--- src/rtl/nbr_march_pkg.sv ---
package nbr_march_pkg;
   typedef enum logic [2:0] {
      ST_IDLE, ST_FILL, ST_MARCH, ST_DRAIN, ST_DONE
   } st_t;

   typedef enum logic [2:0] {
      PH_RD_CUR, PH_RD_NXT, PH_WR_CUR, PH_RE_CUR, PH_RE_NXT
   } ph_t;

   typedef enum logic [1:0] {
      BG_ZERO = 2'b00, BG_ONE = 2'b01, BG_CHK = 2'b10, BG_CHKN = 2'b11
   } bg_t;
endpackage

--- src/rtl/nbr_march_bg.sv ---
module nbr_march_bg
   import nbr_march_pkg::*;
#(
   parameter int DW     = 8,
   parameter bit CHK_EN = 1'b1
) (
   input  logic [1:0]    mode,
   input  logic          addr_lsb,
   input  logic          inv,
   output logic [DW-1:0] pat
);
   logic [DW-1:0] chk;
   logic [DW-1:0] base;

   generate
      if (CHK_EN) begin : g_chk
         for (genvar g = 0; g < DW; g++) begin : g_bit
            assign chk[g] = ((g % 2) == 1);
         end
      end else begin : g_nochk
         assign chk = '0;
      end
   endgenerate

   always_comb begin
      case (bg_t'(mode))
         BG_ZERO: base = '0;
         BG_ONE:  base = '1;
         BG_CHK:  base = addr_lsb ? ~chk : chk;
         default: base = addr_lsb ? chk : ~chk;
      endcase
      pat = base ^ {DW{inv}};
   end
endmodule

--- src/rtl/nbr_march_seq.sv ---
module nbr_march_seq
   import nbr_march_pkg::*;
#(
   parameter int AW    = 4,
   parameter int DEPTH = 16
) (
   input  logic          clk,
   input  logic          rst_n,
   input  logic          start,
   input  logic          mismatch,
   output logic          req_en,
   output logic          req_we,
   output logic [AW-1:0] req_addr,
   output logic          req_inv,
   output logic          busy,
   output logic          done
);
   localparam logic [AW-1:0] LAST = AW'(DEPTH - 1);

   st_t           st;
   ph_t           ph;
   logic [AW-1:0] ptr;
   logic [AW-1:0] ptr_nxt;
   logic          at_last;

   assign ptr_nxt = ptr + 1'b1;
   assign at_last = (ptr == LAST);
   assign busy    = (st == ST_FILL) || (st == ST_MARCH) || (st == ST_DRAIN);
   assign done    = (st == ST_DONE);

   always_comb begin
      req_en   = 1'b0;
      req_we   = 1'b0;
      req_addr = ptr;
      req_inv  = 1'b0;
      if (st == ST_FILL) begin
         req_en = 1'b1;
         req_we = 1'b1;
      end else if (st == ST_MARCH) begin
         req_en = 1'b1;
         case (ph)
            PH_RD_NXT: req_addr = ptr_nxt;
            PH_WR_CUR: begin req_we = 1'b1; req_inv = 1'b1; end
            PH_RE_CUR: req_inv = 1'b1;
            PH_RE_NXT: req_addr = ptr_nxt;
            default:   ;
         endcase
      end
   end

   always_ff @(posedge clk or negedge rst_n) begin
      if (!rst_n) begin
         st  <= ST_IDLE;
         ph  <= PH_RD_CUR;
         ptr <= '0;
      end else begin
         case (st)
            ST_IDLE, ST_DONE: if (start) begin
               st  <= ST_FILL;
               ph  <= PH_RD_CUR;
               ptr <= '0;
            end
            ST_FILL: begin
               ptr <= at_last ? '0 : ptr_nxt;
               if (at_last) st <= ST_MARCH;
            end
            ST_MARCH: begin
               if (mismatch) st <= ST_DONE;
               else begin
                  case (ph)
                     PH_RD_CUR: ph <= at_last ? PH_WR_CUR : PH_RD_NXT;
                     PH_RD_NXT: ph <= PH_WR_CUR;
                     PH_WR_CUR: ph <= PH_RE_CUR;
                     PH_RE_CUR: if (at_last) st <= ST_DRAIN;
                                else         ph <= PH_RE_NXT;
                     default: begin
                        ph  <= PH_RD_CUR;
                        ptr <= ptr_nxt;
                     end
                  endcase
               end
            end
            ST_DRAIN: st <= ST_DONE;
            default:  st <= ST_IDLE;
         endcase
      end
   end

   assert_idle_quiet_R1: assert property (@(posedge clk) disable iff (!rst_n)
      !busy |-> !req_en);

   assert_addr_range_R2: assert property (@(posedge clk) disable iff (!rst_n)
      req_en |-> (int'(req_addr) < DEPTH));

   assert_fill_ascends_R2: assert property (@(posedge clk) disable iff (!rst_n)
      (st == ST_FILL && !at_last) |=> (st == ST_FILL && ptr == AW'($past(ptr) + 1'b1)));

   assert_start_ignored_R10: assert property (@(posedge clk) disable iff (!rst_n)
      (start && (st == ST_FILL || st == ST_MARCH) && !mismatch) |=> busy);
endmodule

--- src/rtl/nbr_march_cmp.sv ---
module nbr_march_cmp #(
   parameter int AW = 4,
   parameter int DW = 8
) (
   input  logic          clk,
   input  logic          rst_n,
   input  logic          clear,
   input  logic          rd_issue,
   input  logic [AW-1:0] rd_addr,
   input  logic [DW-1:0] rd_exp,
   input  logic [DW-1:0] rdata,
   output logic          mismatch,
   output logic          fail,
   output logic [AW-1:0] fail_addr,
   output logic [DW-1:0] fail_exp,
   output logic [DW-1:0] fail_act
);
   logic          pend_vld;
   logic [AW-1:0] pend_addr;
   logic [DW-1:0] pend_exp;

   assign mismatch = pend_vld && !fail && (rdata != pend_exp);

   always_ff @(posedge clk or negedge rst_n) begin
      if (!rst_n) begin
         pend_vld  <= 1'b0;
         pend_addr <= '0;
         pend_exp  <= '0;
         fail      <= 1'b0;
         fail_addr <= '0;
         fail_exp  <= '0;
         fail_act  <= '0;
      end else begin
         pend_vld  <= rd_issue;
         pend_addr <= rd_addr;
         pend_exp  <= rd_exp;
         if (clear) begin
            fail <= 1'b0;
         end else if (mismatch) begin
            fail      <= 1'b1;
            fail_addr <= pend_addr;
            fail_exp  <= pend_exp;
            fail_act  <= rdata;
         end
      end
   end

   assert_fail_hold_R8: assert property (@(posedge clk) disable iff (!rst_n)
      (fail && !clear) |=> (fail && $stable(fail_addr) && $stable(fail_exp) && $stable(fail_act)));

   assert_clear_R9: assert property (@(posedge clk) disable iff (!rst_n)
      clear |=> !fail);
endmodule

--- src/rtl/nbr_march_bist.sv ---
module nbr_march_bist
   import nbr_march_pkg::*;
#(
   parameter int AW     = 4,
   parameter int DEPTH  = 16,
   parameter int DW     = 8,
   parameter bit CHK_EN = 1'b1
) (
   input  logic          clk,
   input  logic          rst_n,
   input  logic          start,
   input  logic [1:0]    bg_mode,
   output logic          mem_en,
   output logic          mem_we,
   output logic [AW-1:0] mem_addr,
   output logic [DW-1:0] mem_wdata,
   input  logic [DW-1:0] mem_rdata,
   output logic          busy,
   output logic          done,
   output logic          fail,
   output logic [AW-1:0] fail_addr,
   output logic [DW-1:0] fail_exp,
   output logic [DW-1:0] fail_act
);
   generate
      if (DEPTH < 2 || DEPTH > (1 << AW)) begin : g_bad_depth
         $error("DEPTH must lie in 2 .. 2**AW");
      end
      if (DW < 1) begin : g_bad_dw
         $error("DW must be at least 1");
      end
   endgenerate

   logic          req_inv;
   logic          mismatch;
   logic [DW-1:0] pat;

   nbr_march_seq #(.AW(AW), .DEPTH(DEPTH)) seq_i (
      .clk(clk), .rst_n(rst_n), .start(start), .mismatch(mismatch),
      .req_en(mem_en), .req_we(mem_we), .req_addr(mem_addr), .req_inv(req_inv),
      .busy(busy), .done(done)
   );

   nbr_march_bg #(.DW(DW), .CHK_EN(CHK_EN)) bg_i (
      .mode(bg_mode), .addr_lsb(mem_addr[0]), .inv(req_inv), .pat(pat)
   );

   assign mem_wdata = pat;

   nbr_march_cmp #(.AW(AW), .DW(DW)) cmp_i (
      .clk(clk), .rst_n(rst_n), .clear(start && !busy),
      .rd_issue(mem_en && !mem_we), .rd_addr(mem_addr), .rd_exp(pat),
      .rdata(mem_rdata), .mismatch(mismatch),
      .fail(fail), .fail_addr(fail_addr), .fail_exp(fail_exp), .fail_act(fail_act)
   );

   assert_fail_ends_run_R8: assert property (@(posedge clk) disable iff (!rst_n)
      $rose(fail) |-> done);

   assert_quiet_after_fail_R8: assert property (@(posedge clk) disable iff (!rst_n)
      fail |-> !mem_en);

   assert_done_not_busy_R6: assert property (@(posedge clk) disable iff (!rst_n)
      !(done && busy));
endmodule

--- config.mk ---
export PLATFORM = sky130hd
export DESIGN_NAME = nbr_march_bist
export DESIGN_NICKNAME = d
export VERILOG_FILES = /design/src/rtl/nbr_march_pkg.sv /design/src/rtl/nbr_march_bg.sv /design/src/rtl/nbr_march_seq.sv /design/src/rtl/nbr_march_cmp.sv /design/src/rtl/nbr_march_bist.sv
export SDC_FILE = /design/constraint.sdc
export NUM_CORES = 1
export LEC_CHECK = 0
export BUFFER_PORTS_ARGS = -buffer_cell sky130_fd_sc_hd__buf_2
export CORE_MARGIN = 4
export CORE_UTILIZATION = 43
export DETAILED_ROUTE_END_ITERATION = 10
export GPL_TIMING_DRIVEN = 0
export PLACE_DENSITY = 0.68
export SYNTH_ARGS = -nofsm -noshare
export SYNTH_HDL_FRONTEND = slang
export SYNTH_SLANG_ARGS = --single-unit
--- constraint.sdc ---
create_clock -name clk -period 3.6 [get_ports clk]
set_input_delay 0.9 -clock clk [delete_from_list [all_inputs] [get_ports clk]]
set_output_delay 0.9 -clock clk [all_outputs]
set_load 0.005 [all_outputs]
==> results.txt, run 1 <==
Status = complete, no violations
CTS tree = done
Clock-pin slew on the worst setup and hold paths = 0.06 ns
Adder-Cell Fraction of Synth Area = 0.740%
Final Cell Area = 0.00212 mm²
Largest net degree at the start of global routing = 33
Share of cells above drive strength 1 = 44.4%
Peak supply drop = 0.285 mV
Mapped Area = 0.00169 mm²
Per-cell routed wire length = 12.5 µm
H-tree Lvls = 2
First-pass GRT wire length = 5690 µm
Mux share of post-synthesis cell area = 13.0%
Initial antenna violation count = 0
Post-synth EDFFs = 0
P per Cell Area = 703 mW/mm²
Core area = 0.00374 mm²
Synth async-reset ratio = 100%
Final period util = 93.5%
Mapped Nets = 171
Routed WL = 3260 µm
# IOs = 50
Via count = 1324
Grt total ovfl = 0
Via/cell ratio = 5.05
Vias in the first global route = 1234
Metal2 WL = 1490 µm
DP Cell Count = 254
Initial DRC Count = 47
Skew-Pair Late Insertion Delay = 0.28 ns
# nets final = 227
Detail Placement HPWL = 2460 µm
IO Port Bufs = 49
First-pass detailed-route iteration total = 4
Warnings, synthesis = 0
Hold crit path type = flop to flop
XOR/XNOR Fraction of Synth Area = 4.73%
Slew Viols, Final = 0
# DRC = 0
Post-Place Cell Area = 0.00200 mm²
Post-DRT Antenna Nets = 0
Avg Cell Area, Syn = 10.8 µm²
Largest family of logic cells by synthesized area = simple AND/OR/NAND/NOR gates
Crit path max fanout = 10
Highest clock rate = 297 MHz
RSZ-0062 raised after global routing = no
Uppermost layer routed = met4
Yosys cell types = 40
Fillers = 330
Starting Density = 45.2%
GRT Overall Usage = 14.3%
Worst-case clock skew = 0.00285 ns
Longest Clk Path Bufs = 2
Tightest Pin Transition = 0.706 ns
Worst path arrival time = 2.47 ns
# rows = 22
Yosys reg bits = 32
Endpoints failing hold = 0
Setup Fix Bufs, Post-CTS = 0
Final setup fails = 0
Primary FF master, synth = dfrtp_1
M1 WL = 1440 µm
# diodes = 0
Met3 Wirelength = 288 µm
Kind of critical path = flop to output port
Compound-cell area share of the yosys netlist = 9.91%
CTS Buf Count = 5
Cells after Synth = 157
Post-synthesis simple-gate area fraction = 14.6%
Sum Neg Setup Slack = 0 ns
Die area = 0.00500 mm²
Die height = 70.7 µm
Sequential fraction of the synthesis area = 47.3%
Min Tclk post-route = 3.37 ns
Max cap viols = 0
Gpl congestion = 0.781
Slew headroom = 52.9%
Area Overhead vs Synth = 25.3%
Worst Path Required = 2.70 ns
CP startpoint kind = flop
Chip width = 70.7 µm
Leakage = 1.06 nW
Fin cells = 262
Root buffer cell = clkbuf_8
# clock sinks = 32
Setup crit end kind = output port
## area by class of cell
class / count / area, µm² / share of cell area, %
multi-input combinational: 99 / 743 / 35.1
tap: 48 / 60.1 / 2.83
inverter: 6 / 22.5 / 1.06
sequential: 32 / 801 / 37.8
buffer: 20 / 140 / 6.61
timing repair buffer: 49 / 245 / 11.6
clock buffer: 6 / 72.6 / 3.42
clock inverter: 2 / 35.0 / 1.65
## cells in the mapped netlist, types with 2 or more instances
master | number | area [µm²]
nor3b_1 | 3 | 22.5
nand4_1 | 2 | 12.5
mux2i_1 | 4 | 40.0
nand2b_1 | 2 | 12.5
o21ai_0 | 4 | 20.0
xnor2_1 | 4 | 35.0
o21a_1 | 2 | 15.0
clkbuf_1 | 3 | 11.3
nor2b_1 | 5 | 31.3
a21oi_1 | 7 | 35.0
mux2_2 | 16 | 180
nand2_1 | 10 | 37.5
xor2_1 | 2 | 17.5
inv_1 | 6 | 22.5
or4_1 | 3 | 22.5
nand3_1 | 2 | 10.0
nor2_1 | 14 | 52.6
dfrtp_1 | 32 | 801
buf_4 | 15 | 113
## metal layers
metal  up-vias  global-route usage [%]
met1       623                    18.4
met5         -                       0
li1        650                       -
met2        45                    22.2
met4         0                    4.38
met3         6                    5.40
## worst max-delay path, stage by stage, from the launching register on
cell	delay, ns
dfrtp_1	0.33
buf_4	0.15
or3b_1	0.34
buf_2	0.17
or3_4	0.42
xnor2_4	0.18
nor2_1	0.09
xnor2_2	0.25
buf_4	0.16
buf_2	0.10
## kinds of logic after synthesis
kind of cell / count (synthesis)
AOI/OAI and AO/OA: 24
xor gates and xnor gates: 7
adders and majority gates: 1
buffers and inverters: 26
DFF: 32
muxes: 20
and+or+nand+nor: 47
## through the flow
step	utilization, %	power [W]	setup slack, ns	hold slack [ns]
floorplan	-	0.000948	0.669	0.455
global placement	53.3	0.00116	0.429	0.459
finish	56.6	0.00149	0.233	0.478
CTS	56.2	0.00150	0.0881	0.482
global route	56.6	0.00161	0.0596	0.506
detailed placement	53.3	0.00117	0.395	0.465
## timing repair
action,in CTS,in global routing
resized for setup,0,2
hold buffers,0,0
setup endpoints to repair,0,7
## final timing paths
check                                endpoint                from  slack, ns  depth (start not counted)
max reg2reg                 cmp_i.fail_act[4]   cmp_i.pend_exp[5]       1.43                          6
max in group asynchronous        seq_i.ptr[1]               rst_n       2.48                          1
min                        cmp_i.fail_addr[2]  cmp_i.pend_addr[2]       0.48                          1
max                              mem_wdata[5]         seq_i.st[1]       0.23                          9
min in group asynchronous   cmp_i.fail_exp[5]               rst_n       0.67                          1
min reg2reg                cmp_i.fail_addr[2]  cmp_i.pend_addr[2]       0.48                          1
## power by group
part / switching (W) / total [W] / internal, W
sequential: 0.0000799 / 0.000554 / 0.000474
clock: 0.000126 / 0.000331 / 0.000205
combinational: 0.000264 / 0.000605 / 0.000340
total: 0.000470 / 0.00149 / 0.00102
## layout by cell type, fill, tap and decap left out, types with 2 or more instances in the layout
cell / instances
nor2_1: 14
inv_1: 6
buf_4: 15
nand4_1: 2
clkbuf_1: 4
o21ai_0: 4
nand3_1: 2
clkbuf_8: 5
nor3b_1: 3
a21oi_1: 7
nand2b_1: 2
buf_2: 50
xnor2_1: 3
o21a_1: 2
dfrtp_1: 32
or4_1: 3
nor2b_1: 5
mux2_2: 16
nand2_1: 10
mux2i_1: 4
## state kept, by name, indices dropped and copies added, names as in the netlist
name / count
cmp_i.fail: 1
cmp_i.fail_act: 8
cmp_i.fail_addr: 4
cmp_i.fail_exp: 2
cmp_i.pend_addr: 4
cmp_i.pend_exp: 2
cmp_i.pend_vld: 1
seq_i.ph: 3
seq_i.ptr: 4
seq_i.st: 3
Power figures use the tool's default switching activity.
==> run 2, diff against run 1 <==
ABC_AREA = 1   (was not set)
BUFFER_PORTS_ARGS = not set   (was -buffer_cell sky130_fd_sc_hd__buf_2)
DONT_BUFFER_PORTS = 1   (was not set)
PLACE_DENSITY = 0.58   (was 0.68)
==> run 2 against run 1 <==
Clock-buffer cell count did not move. Global-route usage increased by 0.69 points. Critical path type unchanged. Largest power group is now registers. Critical endpoint unchanged. Synthesized cell count is 41% higher. Total power down 12%. Highest routed layer unchanged.
==> results.txt, run 2 <==
Leading area contributor after synthesis = dfrtp_1
Post-CTS Hold Buffers = 0
Via count = 1351
Mapped Nets = 236
Setup crit end kind = output port
CP startpoint kind = flop
Endpoints failing hold = 0
Share of cells above drive strength 1 = 14.8%
Min Tclk post-route = 2.92 ns
Worst path arrival time = 2.02 ns
Cells after Synth = 222
P per Cell Area = 695 mW/mm²
Setup Fix Bufs, Post-CTS = 0
Post-DRT Antenna Nets = 0
Final Cell Area = 0.00188 mm²
Yosys reg bits = 32
# nets final = 243
Top cell type's share of synthesized area = 46.7%
Yosys cell types = 27
Crit path max fanout = 9
Longest Clk Path Bufs = 2
Commonest non-fill, non-tap cell in the layout = nand2_1
# DRC = 0
# rows = 22
First-pass GRT wire length = 6000 µm
Skew-Pair Late Insertion Delay = 0.29 ns
H-tree Lvls = 2
Via/cell ratio = 4.86
R2R Path Start = seq_i.st[2]
Final Util = 49.9%
Initial antenna violation count = 0
Biggest register = cmp_i.fail_act
Slew Viols, Final = 0
GRT Overall Usage = 14.9%
Worst-case clock skew = 0.00850 ns
Part of the power in combinational logic = 32.3%
Core area = 0.00377 mm²
Switch Pwr = 0.000464 W
R2r endpoint = cmp_i.pend_exp[5]
Routed WL = 3580 µm
First-pass detailed-route iteration total = 4
Final period util = 81.0%
Int Power = 0.000844 W
# clock sinks = 32
Worst Path Required = 2.70 ns
Largest cells by area after synthesis = dfrtp_1, nand2_1, buf_4, o21ai_0, nor2_1
Synth async-reset ratio = 100%
Primary FF master, synth = dfrtp_1
Avg Cell Area, Syn = 7.73 µm²
Tightest Pin Transition = 0.405 ns
Area Overhead vs Synth = 9.77%
Initial DRC Count = 69
Total power = 0.00131 W
CP startpoint = seq_i.st[2]
Reg2Reg Setup Slack = 1.89 ns
Reg power frac = 41.8%
Mapped Area = 0.00172 mm²
# diodes = 0
Die area = 0.00506 mm²
CTS Buf Count = 5
# IOs = 50
Status = complete, no violations
Sum Neg Setup Slack = 0 ns
Highest clock rate = 343 MHz
RSZ-0062 raised after global routing = no
Detail Placement HPWL = 2660 µm
Starting Density = 45.5%
Chip width = 71.2 µm
Cell count of the worst reg-to-reg path = 9
Post-Place Cell Area = 0.00178 mm²
Count leader, synth = nand2_1
Clock power frac = 25.8%
Gpl congestion = 0.825
Die height = 71.2 µm
CP max stage cell = dfrtp_1
Max cap viols = 0
Critical Path Max Stage Delay = 0.41 ns
Synth cell count leaders = nand2_1, dfrtp_1, nor2_1
Warnings, synthesis = 0
Sequential fraction of the synthesis area = 46.7%
Hold_ws = 0.299 ns
Vias in the first global route = 1263
Grt total ovfl = 0
PostCTS Resize Cnt = 0
CTS tree = done
Root buffer cell = clkbuf_8
Per-cell routed wire length = 12.9 µm
Largest register FFs = 8
IO Port Bufs = 0
Leakage = 0.974 nW
Final setup fails = 0
Worst setup endpoint = mem_wdata[5]
Hold crit path type = input pin to asynchronous set/reset pin
Largest net degree at the start of global routing = 33
Kind of critical path = flop to output port
Most frequent cells in the layout = nand2_1, dfrtp_1, nor2_1
Clock-pin slew on the worst setup and hold paths = 0.07 ns
Peak supply drop = 0.371 mV
Switching portion of total power = 35.5%
CP Cell Sequence = inv_2 -> nand2_2 -> nor2_4 -> inv_4 -> nor2_1 -> xor2_1 -> inv_1 -> nand3_1 -> nand2_1 -> buf_4
Slew headroom = 72.8%
Post-synth EDFFs = 0
-- run 2: cell count changes in the layout (fill, tap and decap cells not counted), moves of 9 or more --
cell and delta:
mux2_2 -15, inv_1 +16, buf_2 -49, nor2_1 +9
nand3_1 +9, o21ai_0 +16, nand2_1 +56
-- run 2: metrics by stage --
step,setup WS [ns],std cells
6_report,0.684,278
5_1_grt,0.483,278
4_1_cts,0.638,278
3_5_place_dp,0.964,270
3_3_place_gp,0.954,270
2_1_floorplan,1.22,222
-- run 2: how the worst min path moves through the flow --
stage / from / to / slack (ns) / cells past startpoint
final: rst_n / cmp_i.fail_addr[3] / 0.30 / 0
after global routing: rst_n / cmp_i.fail_act[2] / 0.29 / 0
after CTS: rst_n / cmp_i.fail_act[2] / 0.30 / 0
after detailed placement: cmp_i.pend_addr[0] / cmp_i.fail_addr[0] / 0.44 / 2
after global placement: cmp_i.pend_addr[0] / cmp_i.fail_addr[0] / 0.43 / 2
after floorplan: cmp_i.pend_addr[0] / cmp_i.fail_addr[0] / 0.43 / 2
-- run 2: critical path, delay by kind of cell (launching register included) --
kind,cells,cell delay (ns)
AND/OR/NAND/NOR,5,0.66
buffers and inverters,4,0.43
flip-flops,1,0.41
XOR/XNOR,1,0.22
-- run 2: layer usage --
layer	vias to the layer above	track usage [%]	wire [µm]
met5	-	0	0
met4	0	5.01	52
met3	6	5.68	279
met2	41	22.3	1580
met1	602	19.9	1660
li1	702	-	-
-- run 2: kinds of logic after synthesis --
group | count (synthesis) | share of synthesized area, %
mux | 1 | 0.656
fa+ha+maj | 1 | 0.729
flops | 32 | 46.7
compound gates | 35 | 11.2
simple gates | 109 | 26.7
xor+xnor | 4 | 2.04
buf+inv | 40 | 12.0
-- run 2: cell type report --
class | count | area, µm²
clock inverter | 2 | 35.0
buffer | 16 | 114
tap | 48 | 60.1
multi-input combinational | 150 | 708
sequential | 32 | 801
inverter | 24 | 92.6
clock buffer | 6 | 72.6
fill | 372 | 1890
-- run 2: power groups by stage --
stage                     clock network [W]  registers, W  logic [W]
after floorplan                           0      0.000535   0.000359
after global placement                    0      0.000555   0.000426
after detailed placement                  0      0.000557   0.000430
after CTS                          0.000347      0.000551   0.000431
after global routing               0.000360      0.000563   0.000490
final                              0.000338      0.000547   0.000423
